==> src/rtl/psram_pkg.sv <==
package psram_pkg;

   typedef enum logic [1:0] {
      ACC_IDLE  = 2'd0,
      ACC_READ  = 2'd1,
      ACC_WRITE = 2'd2
   } acc_kind_e;

endpackage

==> src/rtl/psram_wr_decode.sv <==
module psram_wr_decode
   import psram_pkg::*;
#(
   parameter int NUM_BYTES = 4
) (
   input  logic                 cs,
   input  logic                 zz,
   input  logic                 we,
   input  logic                 gw,
   input  logic [NUM_BYTES-1:0] be,
   output acc_kind_e            kind,
   output logic [NUM_BYTES-1:0] mask
);

   always_comb begin
      kind = ACC_IDLE;
      mask = '0;
      if (cs && !zz) begin
         if (gw) begin
            kind = ACC_WRITE;
            mask = '1;
         end else if (we) begin
            kind = ACC_WRITE;
            mask = be;
         end else begin
            kind = ACC_READ;
         end
      end
   end

endmodule

==> src/rtl/psram_in_stage.sv <==
module psram_in_stage
   import psram_pkg::*;
#(
   parameter int ADDR_W    = 4,
   parameter int NUM_BYTES = 4,
   parameter int BYTE_W    = 8,
   localparam int DATA_W   = NUM_BYTES * BYTE_W
) (
   input  logic                 clk,
   input  logic                 rst_n,
   input  acc_kind_e            kind_d,
   input  logic [NUM_BYTES-1:0] mask_d,
   input  logic [ADDR_W-1:0]    addr_d,
   input  logic [DATA_W-1:0]    data_d,
   output acc_kind_e            kind_q,
   output logic [NUM_BYTES-1:0] mask_q,
   output logic [ADDR_W-1:0]    addr_q,
   output logic [DATA_W-1:0]    data_q
);

   always_ff @(posedge clk or negedge rst_n) begin
      if (!rst_n) begin
         kind_q <= ACC_IDLE;
         mask_q <= '0;
         addr_q <= '0;
         data_q <= '0;
      end else begin
         kind_q <= kind_d;
         mask_q <= mask_d;
         addr_q <= addr_d;
         data_q <= data_d;
      end
   end

endmodule

==> src/rtl/psram_array.sv <==
module psram_array #(
   parameter int ADDR_W    = 4,
   parameter int NUM_BYTES = 4,
   parameter int BYTE_W    = 8,
   parameter bit INIT_ZERO = 1'b1,
   localparam int DEPTH    = 1 << ADDR_W,
   localparam int DATA_W   = NUM_BYTES * BYTE_W
) (
   input  logic                 clk,
   input  logic                 rst_n,
   input  logic                 wr_en,
   input  logic [NUM_BYTES-1:0] wr_mask,
   input  logic [ADDR_W-1:0]    addr,
   input  logic [DATA_W-1:0]    wdata,
   output logic [DATA_W-1:0]    rdata
);

   for (genvar ln = 0; ln < NUM_BYTES; ln++) begin : g_lane
      logic [BYTE_W-1:0] mem [DEPTH];
      logic              lane_we;

      assign lane_we = wr_en && wr_mask[ln];
      assign rdata[ln*BYTE_W +: BYTE_W] = mem[addr];

      if (INIT_ZERO) begin : g_clr
         always_ff @(posedge clk or negedge rst_n) begin
            if (!rst_n) begin
               for (int w = 0; w < DEPTH; w++) begin
                  mem[w] <= '0;
               end
            end else if (lane_we) begin
               mem[addr] <= wdata[ln*BYTE_W +: BYTE_W];
            end
         end
      end else begin : g_noclr
         always_ff @(posedge clk) begin
            if (lane_we) begin
               mem[addr] <= wdata[ln*BYTE_W +: BYTE_W];
            end
         end
      end
   end

endmodule

==> src/rtl/psram_out_stage.sv <==
module psram_out_stage #(
   parameter int DATA_W = 32
) (
   input  logic              clk,
   input  logic              rst_n,
   input  logic              rd_fire,
   input  logic [DATA_W-1:0] rdata,
   input  logic              oe_n,
   output logic [DATA_W-1:0] dout,
   output logic              dout_vld
);

   logic [DATA_W-1:0] hold_q;
   logic              vld_q;

   always_ff @(posedge clk or negedge rst_n) begin
      if (!rst_n) begin
         hold_q <= '0;
         vld_q  <= 1'b0;
      end else begin
         vld_q <= rd_fire;
         if (rd_fire) begin
            hold_q <= rdata;
         end
      end
   end

   assign dout     = oe_n ? '0 : hold_q;
   assign dout_vld = vld_q && !oe_n;

endmodule

==> src/rtl/burst_sram_pipe.sv <==
module burst_sram_pipe
   import psram_pkg::*;
#(
   parameter int ADDR_W    = 4,
   parameter int NUM_BYTES = 4,
   parameter int BYTE_W    = 8,
   parameter bit INIT_ZERO = 1'b1,
   localparam int DATA_W   = NUM_BYTES * BYTE_W
) (
   input  logic                 clk,
   input  logic                 rst_n,
   input  logic                 cs,
   input  logic                 zz,
   input  logic                 we,
   input  logic                 gw,
   input  logic [NUM_BYTES-1:0] be,
   input  logic [ADDR_W-1:0]    addr,
   input  logic [DATA_W-1:0]    din,
   input  logic                 oe_n,
   output logic [DATA_W-1:0]    dout,
   output logic                 dout_vld
);

   if (ADDR_W < 1 || ADDR_W > 12) begin : g_bad_addr
      $error("burst_sram_pipe: ADDR_W must lie in 1..12");
   end
   if (NUM_BYTES < 1) begin : g_bad_lanes
      $error("burst_sram_pipe: NUM_BYTES must be at least 1");
   end
   if (BYTE_W < 1) begin : g_bad_bw
      $error("burst_sram_pipe: BYTE_W must be at least 1");
   end

   acc_kind_e            kind_d, kind_q;
   logic [NUM_BYTES-1:0] mask_d, mask_q;
   logic [ADDR_W-1:0]    addr_q;
   logic [DATA_W-1:0]    data_q;
   logic [DATA_W-1:0]    arr_rdata;

   psram_wr_decode #(
      .NUM_BYTES (NUM_BYTES)
   ) u_dec (
      .cs   (cs),
      .zz   (zz),
      .we   (we),
      .gw   (gw),
      .be   (be),
      .kind (kind_d),
      .mask (mask_d)
   );

   psram_in_stage #(
      .ADDR_W    (ADDR_W),
      .NUM_BYTES (NUM_BYTES),
      .BYTE_W    (BYTE_W)
   ) u_in (
      .clk    (clk),
      .rst_n  (rst_n),
      .kind_d (kind_d),
      .mask_d (mask_d),
      .addr_d (addr),
      .data_d (din),
      .kind_q (kind_q),
      .mask_q (mask_q),
      .addr_q (addr_q),
      .data_q (data_q)
   );

   psram_array #(
      .ADDR_W    (ADDR_W),
      .NUM_BYTES (NUM_BYTES),
      .BYTE_W    (BYTE_W),
      .INIT_ZERO (INIT_ZERO)
   ) u_arr (
      .clk     (clk),
      .rst_n   (rst_n),
      .wr_en   (kind_q == ACC_WRITE),
      .wr_mask (mask_q),
      .addr    (addr_q),
      .wdata   (data_q),
      .rdata   (arr_rdata)
   );

   psram_out_stage #(
      .DATA_W (DATA_W)
   ) u_out (
      .clk      (clk),
      .rst_n    (rst_n),
      .rd_fire  (kind_q == ACC_READ),
      .rdata    (arr_rdata),
      .oe_n     (oe_n),
      .dout     (dout),
      .dout_vld (dout_vld)
   );

endmodule

==> config.mk <==
export PLATFORM = sky130hd
export DESIGN_NAME = burst_sram_pipe
export DESIGN_NICKNAME = d
export VERILOG_FILES = /design/src/rtl/psram_pkg.sv /design/src/rtl/psram_wr_decode.sv /design/src/rtl/psram_in_stage.sv /design/src/rtl/psram_array.sv /design/src/rtl/psram_out_stage.sv /design/src/rtl/burst_sram_pipe.sv
export SDC_FILE = /design/constraint.sdc
export NUM_CORES = 1
export LEC_CHECK = 0
export BUFFER_PORTS_ARGS = -buffer_cell sky130_fd_sc_hd__buf_4
export CAP_MARGIN = 40
export CELL_PAD_IN_SITES_DETAIL_PLACEMENT = 0
export CELL_PAD_IN_SITES_GLOBAL_PLACEMENT = 1
export CORE_MARGIN = 4
export CORE_UTILIZATION = 57
export DETAILED_ROUTE_END_ITERATION = 8
export GPL_ROUTABILITY_DRIVEN = 0
export PLACE_DENSITY = 0.95
export SYNTH_ARGS = -nofsm -noshare
export SYNTH_HDL_FRONTEND = slang
export SYNTH_SLANG_ARGS = --single-unit
==> constraint.sdc <==
create_clock -name clk -period 2.8 [get_ports clk]
set_input_delay 0.14 -clock clk [delete_from_list [all_inputs] [get_ports clk]]
set_output_delay 0.14 -clock clk [all_outputs]
set_load 0.02 [all_outputs]
==> Yosys cells after proc, flatten, opt, wreduce, memory -nomap -nowiden <==
Index checks and enable logic that the tools add are counted.
{ "totals": {"reg_bits": 587, "input_bits": 47, "out_inout_bits": 33, "word_cells": 109} }
{ "classes": {"order_cmp": 2, "n_eq_ne": 2, "mux": 25, "bitwise": 1, "reduce_logical": 9} }
{ "ops": {"columns": ["operator", "n"], "rows": [
  ["$bwmux W128", 4],
  ["$bmux W8 S4", 4],
  ["$mux W8", 9],
  ["$demux W8 S4", 1],
  ["$mux W32", 1],
  ["$mux W4", 3],
  ["$logic_and A1 B1 Y1", 7],
  ["$mux W2", 3],
  ["$ge A5 B5 Y1 const B", 1],
  ["$lt A5 B1 Y1 const B", 1],
  ["$not A4 Y5", 1],
  ["$eq A2 B1 Y1 const B", 1],
  ["$eq A2 B2 Y1 const B", 1],
  ["$logic_not A1 Y1", 2]
]} }

==> Logic depth before layout (Yosys ltp) <==
Gate-level depths: netlist of run 1.
{ "depth": {"depth_word": 6, "depth_mapped": 8} }

==> Hierarchy <==
Synthesis of run 1 repeated with hierarchy kept, for this count alone.
{ "hier_totals": {"hier_cells": 1593, "area_unflattened_um2": 26211.4} }
{ "modules_own_cells": {"columns": ["mod", "n_inst", "cells_each", "area_each_um2", "seq_area_each_um2"], "rows": [
  ["psram_array", 1, 1432, 23470.0, 12812.3],
  ["psram_out_stage", 1, 105, 1614.0, 825.8],
  ["psram_in_stage", 1, 42, 1051.0, 1051.0],
  ["psram_wr_decode", 1, 12, 61.3, 0.0],
  ["burst_sram_pipe", 1, 2, 15.0, 0.0]
]} }

==> Worst setup path after synthesis of run 1 <==
No wires, ideal clock.
{ "synth_timing": {"path_kind": "reg-to-reg", "start": "register u_in.addr_q[2]", "end": "register u_arr.g_lane[1].mem[34] (netlist bit)", "setup_ns": 0.125, "t_arrival_ns": 1.619, "t_required_ns": 2.675, "slack_ns": 1.056, "path_stages_with_launch": 7, "path_buffers": 2, "path_cell_list": "dfrtp_1 > buf_4 > and2b_1 > buf_6 > nand2_2 > nor2_2 > mux2_2"} }
{ "synth_via": {"elab_chain_cells": 6} }
{ "synth_lines": {"columns": ["item", "line_no", "source"], "rows": [
  ["start: declaration", "psram_in_stage.sv:17", "output logic [ADDR_W-1:0] addr_q,"],
  ["start signal: assignment", "psram_in_stage.sv:30", "addr_q <= addr_d;"],
  ["$not A4 Y5 (not written as such) (*)", "psram_array.sv:32", "mem[addr] <= wdata[ln*BYTE_W +: BYTE_W];"],
  ["$ge A5 B5 Y1 (not written as such) or $lt A5 B1 Y1 (tied branches)", "psram_array.sv:32", null],
  ["$logic_and A1 B1 Y1 (not written as such)", "psram_array.sv:32", null],
  ["$mux W8 (not written as such)", "psram_array.sv:32", null],
  ["$demux W8 S4 (*)", "psram_array.sv:32", null],
  ["$bwmux W128 (*)", "psram_array.sv:32", null],
  ["end signal: indexed assignment", "psram_array.sv:32", null],
  ["end: declaration", "psram_array.sv:19", "logic [BYTE_W-1:0] mem [DEPTH];"]
]} }
Mark *: on every way between the ends. The rest lies on a longest branch, timed or not.
A chain may end at the register's enable or synchronous reset.

==> Worst setup path after layout of run 1 <==
{ "layout_timing": {"start": "register u_in.addr_q[0]", "end": "register u_out.hold_q[2]"} }
{ "layout_via": {"elab_chain_cells": 4} }
{ "layout_lines": {"columns": ["item", "line_no", "source"], "rows": [
  ["$not A4 Y5 (not written as such)", "psram_array.sv:23", "assign rdata[ln*BYTE_W +: BYTE_W] = mem[addr];"],
  ["$bmux W8 S4", "psram_array.sv:23", null],
  ["$mux W8 (not written as such) (2 in a row)", "psram_array.sv:23", null],
  ["end signal: assignment", "psram_out_stage.sv:23", "hold_q <= rdata;"],
  ["end: declaration", "psram_out_stage.sv:13", "logic [DATA_W-1:0] hold_q;"]
]} }
No other way between the ends. The select of a mux whose other input is x is not followed.

==> results of run 1 <==
==> state kept, by name (all words and copies together) (netlist names) <==
name	count
u_in.data_q	32
u_arr.g_lane.mem	512
u_out.vld_q	1
u_in.addr_q	4
u_in.kind_q	2
u_in.mask_q	4
u_out.hold_q	32
==> cell families (layout without fill, tap and decap cells) <==
kind of cell | Yosys count | count (layout) | share of synthesized area
flip-flops | 587 | 587 | 0.557
AND/OR/NAND/NOR | 230 | 230 | 0.0569
multiplexers | 736 | 736 | 0.319
AO/OA/AOI/OAI | 149 | 149 | 0.0378
buffers and inverters | 116 | 277 | 0.0288
==> cell usage in the layout, fill, tap and decap left out, drive strengths merged, types with 15 or more instances in the layout <==
master       synthesis  routed
dfrtp              587     587
mux2               512     512
mux2i              192     192
buf                 53     127
clkbuf              63      84
nor2                80      80
o22ai               64      64
dlygate4sd3          0      50
nand3               45      45
nand2               38      38
nor2b               36      36
a31oi               32      32
mux4                32      32
a221oi              17      17
o21ai               17      17
a2bb2oi             15      15
==> routing by layer <==
metal | part of all wire | routed length (um)
met1 | 0.42 | 26300
met2 | 0.49 | 30700
met3 | 0.051 | 3190
met4 | 0.037 | 2310
met5 | 0 | 0
==> power by group through the flow <==
| stage | logic, uW | clock network [uW] | registers [uW] |
|---|---|---|---|
| after floorplan | 1060 | 0 | 9250 |
| after detailed placement | 1530 | 0 | 9430 |
| after global routing | 1710 | 8160 | 9340 |
| after CTS | 1600 | 7780 | 9290 |
| after global placement | 1480 | 0 | 9400 |
| final | 1570 | 7660 | 9290 |
==> worst min path at each step <==
| stage | slack (ns) | end | startpoint |
|---|---|---|---|
| final | 0.06 | u_in.data_q[11] | rst_n |
| after floorplan | -0.16 | u_arr.g_lane[0].mem[0] | rst_n |
| after global routing | 0.10 | u_in.data_q[11] | rst_n |
| after global placement | 0.11 | u_in.data_q[11] | rst_n |
| after detailed placement | 0.12 | u_in.data_q[11] | rst_n |
| after CTS | 0.07 | u_in.data_q[11] | rst_n |
==> per-stage QoR <==
stage          power (uW)  instances
2_1_floorplan       10300       1818
3_3_place_gp        10900       2425
3_5_place_dp        11000       2429
4_1_cts             18700       2579
5_1_grt             19200       2579
6_report            18500       2579
==> area by class of cell <==
cell class              instances  area, um2
fillers                      3212      15700
flip-flops and latches        587      14700
multi-input cells            1115      10900
clock buffers                  84       1670
repair buffers                177       1600
well taps                     600        751
clock inverters                16        189
==> repair_timing <==
| item | CTS | global route |
|---|---|---|
| setup endpoints to repair | 0 | 0 |
| endpoints found under the hold margin | 217 | 0 |
| hold buffers | 50 | 0 |
==> results.sh, run 1 <==
export IMPL_synth_area_um2=26400
export IMPL_hold_path_class="in2async"
export IMPL_drt_antenna_violating_nets=0
export IMPL_ios=80
export IMPL_wl_per_cell_um=24.2
export IMPL_power_switching_uw=4360
export IMPL_yosysTopAreaCell="dfrtp_1"
export IMPL_reg2reg_from="u_in.addr_q[0]"
export IMPL_combPwrFrac=0.085
export IMPL_track_usage=0.251
export IMPL_ys_seq_area_frac=0.557
export IMPL_p_leak_uw=0.0145
export IMPL_setup_worst_path_class="reg2reg"
export IMPL_final_hold_viol_count=0
export IMPL_synthArstFlopShare=1.00
export IMPL_fin_util=0.655
export IMPL_intPower_uw=14200
export IMPL_clock_skew_final_ns=0.0138
export IMPL_worstPathCellList="buf_12 > mux4_1 > o21ai_0 > a31oi_1"
export IMPL_yosysMostFrequentCell="dfrtp_1"
export IMPL_path_buf_inv=1
export IMPL_antenna_found_initial=0
export IMPL_required_ns=3.27
export IMPL_swShare=0.235
export IMPL_slew_violations=0
export IMPL_r2r_cells=4
export IMPL_p_per_area_nw_per_um2=621
export IMPL_syn_area_per_cell_um2=14.5
export IMPL_fin_crit_sh=0.863
export IMPL_status="finished, final reports clean"
export IMPL_worst_slack_ns=0.383
export IMPL_regToRegSetupSlack_ns=0.38
export IMPL_grt_max_degree=101
export IMPL_std_cell_rows=78
export IMPL_path_depth=4
export IMPL_synth_nets=1865
export IMPL_grtUsageMet3=0.0434
export IMPL_drt_iter0_drc=1114
export IMPL_synth_edf_count=0
export IMPL_rsz0062_at_grt="false"
export IMPL_cts_clk_slew_worst_paths_ns=0.06
export IMPL_synth_commonest_cells="587 x dfrtp_1, 492 x mux2_2, 192 x mux2i_1"
export IMPL_crit_arrival_ns=2.89
export IMPL_area_growth_pct=13.2
export IMPL_worstReg2RegEnd="u_out.hold_q[2]"
export IMPL_cp_slowest_cell="mux4_1"
export IMPL_crit_path_end="u_out.hold_q[2]"
export IMPL_crit_family="multiplexers"
export IMPL_synth_main_ff_cell="dfrtp_1"
export IMPL_use_met1=0.343
export IMPL_period_minus_slack_ns=2.42
export IMPL_overflow=0
export IMPL_pwr_share_clk=0.413
export IMPL_synth_warnings=0
export IMPL_diodes=0
export IMPL_clock_fmax_ghz=0.414
export IMPL_fin_area_um2=29800
export IMPL_place_area_um2=27500
export IMPL_postCtsSetupBuffers=0
export IMPL_max_stage_delay_ns=0.62
export IMPL_numPortBuffers=79
export IMPL_firstDrtPassIters=5
export IMPL_cts_root_buf="clkbuf_16"
export IMPL_dp_slack_ns=0.421
export IMPL_worstMarginPinSlew_ns=0.708
export IMPL_maxCapViolCount=0
export IMPL_relSlewSlack=0.527
export IMPL_seqPwrFrac=0.502
export IMPL_startpoint="u_in.addr_q[0]"
export IMPL_cts_tree="done"
export IMPL_yosysTopAreaCellShare=0.557
export IMPL_crit_fanout=86
export IMPL_grtUsageMet2=0.414
export IMPL_clock_sinks=587
export IMPL_cp_start_kind="flop"
export IMPL_dieWidth_um=223
export IMPL_ys_types=39
export IMPL_dieArea_um2=49700
export IMPL_grt_pass1_wl_um=98400
export IMPL_netlist_top_cells_area="dfrtp_1 56%, mux2_2 21%, mux2i_1 7.3%, mux4_2 2.6%, o22ai_1 1.5%"
export IMPL_start_util=0.578
export IMPL_via_count=15900
export IMPL_vdd_drop_max_mv=0.576
export IMPL_h_tree_depth=2
export IMPL_coreArea_um2=45600
export IMPL_avgViaCountPerCell=6.17
export IMPL_clk_latency_ns=0.61
export IMPL_tns_ns=0
export IMPL_drive_gt1_frac=0.409
export IMPL_finalSetupViolCount=0
export IMPL_drcViolationCount=0
export IMPL_cts_made_buffers=58
export IMPL_nets=1986
export IMPL_top_usage_layer="met2"
export IMPL_hold_slack_ns=0.0636
export IMPL_dp_hpwl_um=38500
export IMPL_worstSetupEndpointType="flop"
export IMPL_grt_pass1_vias=17000
export IMPL_yosys_register_bits=587
export IMPL_cts_resized_gates=0
export IMPL_finalWirelength_um=62400
export IMPL_syn_instance_count=1818
export IMPL_clockBufferDepth=3
export IMPL_die_h_um=223
Note: power is estimated with default switching activity, not from simulation.
==> inputs of run 2 (changes only) <==
--- a/config.mk
+++ b/config.mk
@@ -13,7 +13,7 @@
 export CORE_UTILIZATION = 57
 export DETAILED_ROUTE_END_ITERATION = 8
 export GPL_ROUTABILITY_DRIVEN = 0
-export PLACE_DENSITY = 0.95
+export PLACE_DENSITY = 0.94
 export SYNTH_ARGS = -nofsm -noshare
 export SYNTH_HDL_FRONTEND = slang
 export SYNTH_SLANG_ARGS = --single-unit
==> run 2 against run 1 <==
Compared with the run above:
- fmax down 1.3%
- largest cell class unchanged
- clock-buffer cell count rose by 10
- largest power group unchanged
- routed wire length decreased by 0.44%
- combinational power about the same
- critical path type unchanged
- die area is the same
==> results.sh, run 2 (same netlist as run 1, synthesis figures left out) <==
export IMPL_slew_violations=0
export IMPL_cts_root_buf="clkbuf_16"
export IMPL_worstReg2RegEnd="u_arr.g_lane[3].mem[17]"
export IMPL_holdBufCountCts=50
export IMPL_max_stage_delay_ns=0.66
export IMPL_dpl_cell_count=2425
export IMPL_p_leak_uw=0.0146
export IMPL_firstDrtPassIters=5
export IMPL_dp_hpwl_um=38700
export IMPL_hold_slack_ns=0.144
export IMPL_r2r_cells=4
export IMPL_drive_gt1_frac=0.409
export IMPL_maxCapViolCount=0
export IMPL_coreArea_um2=45600
export IMPL_finalWirelength_um=62200
export IMPL_dieWidth_um=223
export IMPL_h_tree_depth=2
export IMPL_clock_fmax_ghz=0.408
export IMPL_start_util=0.578
export IMPL_crit_arrival_ns=2.94
export IMPL_worstSetupEndpointType="flop"
export IMPL_rsz0062_at_grt="false"
export IMPL_final_common_cell="dfrtp_1"
export IMPL_area_growth_pct=13.7
export IMPL_grt_pass1_wl_um=97700
export IMPL_tns_ns=0
export IMPL_clockBufferDepth=3
export IMPL_clock_skew_final_ns=0.0146
export IMPL_cp_slowest_cell="nor3_4"
export IMPL_grt_max_degree=87
export IMPL_crit_fanout=50
export IMPL_relSlewSlack=0.483
export IMPL_nets=1982
export IMPL_overflow=0
export IMPL_final_cell_mix="583 x dfrtp_1, 492 x mux2_2, 192 x mux2i_1"
export IMPL_period_minus_slack_ns=2.45
export IMPL_final_hold_viol_count=0
export IMPL_via_count=15800
export IMPL_dieArea_um2=49700
export IMPL_grt_pass1_vias=16900
export IMPL_diodes=0
export IMPL_worstPathCellList="buf_12 > nand2b_1 > nor3_4 > mux2_2"
export IMPL_cts_resized_gates=0
export IMPL_p_total_uw=18900
export IMPL_cts_made_buffers=58
export IMPL_required_ns=3.29
export IMPL_largest_register_ffs=512
export IMPL_largest_register="u_arr.g_lane.mem"
export IMPL_cts_tree="done"
export IMPL_worstMarginPinSlew_ns=0.776
export IMPL_finalSetupViolCount=0
export IMPL_numPortBuffers=79
export IMPL_p_per_area_nw_per_um2=632
export IMPL_fin_crit_sh=0.874
export IMPL_drcViolationCount=0
export IMPL_biggestRegsByFlops="u_arr.g_lane.mem (512), u_in.data_q (32), u_out.hold_q (32)"
export IMPL_status="finished, final reports clean"
export IMPL_avgViaCountPerCell=6.12
export IMPL_final_cells=2582
export IMPL_fill_cells=3156
export IMPL_hold_path_class="in2async"
export IMPL_clock_sinks=587
export IMPL_setup_worst_path_class="reg2reg"
export IMPL_die_h_um=223
export IMPL_cp_start_kind="flop"
export IMPL_wl_per_cell_um=24.1
export IMPL_drt_iter0_drc=1058
export IMPL_std_cell_rows=78
export IMPL_reg2reg_from="u_in.addr_q[0]"
export IMPL_vdd_drop_max_mv=0.479
export IMPL_antenna_found_initial=0
export IMPL_cts_clk_slew_worst_paths_ns=0.06
export IMPL_clk_latency_ns=0.61
export IMPL_postCtsSetupBuffers=0
export IMPL_regToRegSetupSlack_ns=0.35
export IMPL_ios=80
export IMPL_drt_antenna_violating_nets=0
export IMPL_track_usage=0.249
-- run 2: cell types whose count changed in the layout (fill, tap and decap cells not counted), sizes merged --
cell    previous run  this run
clkinv             9         5
clkbuf            84        94
buf              127       123
bufinv             4         5
-- run 2: layer usage --
layer	routed length (um)	part of all wire	up-vias	track usage
met2	30400	0.49	397	0.408
met5	0	0	-	0
met4	1780	0.029	0	0.0781
li1	-	-	6915	-
met1	26800	0.43	8350	0.345
met3	3180	0.051	127	0.0429
-- run 2: final cells by class --
class | instances | area (um2) | area share
clock buffer | 94 | 1790 | 0.0597
timing repair buffer | 173 | 1610 | 0.0536
tap | 600 | 751 | 0.0250
sequential | 587 | 14700 | 0.490
multi-input combinational | 1115 | 10900 | 0.364
clock inverter | 13 | 203 | 0.00676
-- run 2: worst max-delay path by stage --
stage | to | slack (ns) | startpoint
final | u_arr.g_lane[3].mem[17] | 0.35 | u_in.addr_q[0]
after global routing | u_arr.g_lane[1].mem[121] | 0.24 | u_in.kind_q[1]
after CTS | u_arr.g_lane[3].mem[17] | 0.37 | u_in.addr_q[0]
after detailed placement | u_arr.g_lane[3].mem[17] | 0.37 | u_in.addr_q[0]
after global placement | u_arr.g_lane[1].mem[117] | 0.45 | u_in.addr_q[2]
after floorplan | u_arr.g_lane[1].mem[34] | 1.06 | u_in.addr_q[2]
-- run 2: critical path: cells and delay by family (launching register included) --
family                 cells  cell delay (ns)
and+or+nand+nor            2             1.02
buffers and inverters      1             0.36
DFF                        1             0.52
muxes                      1             0.42
-- run 2: power by group --
part	internal [uW]	leakage [uW]	switching [uW]
clock network	4800	0.000972	3250
registers	8930	0.00797	360
logic	762	0.00564	820
-- run 2: metrics by stage --
stage	instance area (um2)	setup slack (ns)	utilization
after floorplan	26400	1.06	-
after global placement	27400	0.452	0.601
after detailed placement	27500	0.369	0.603
after CTS	30000	0.367	0.658
after global routing	30000	0.243	0.658
final	30000	0.352	0.658
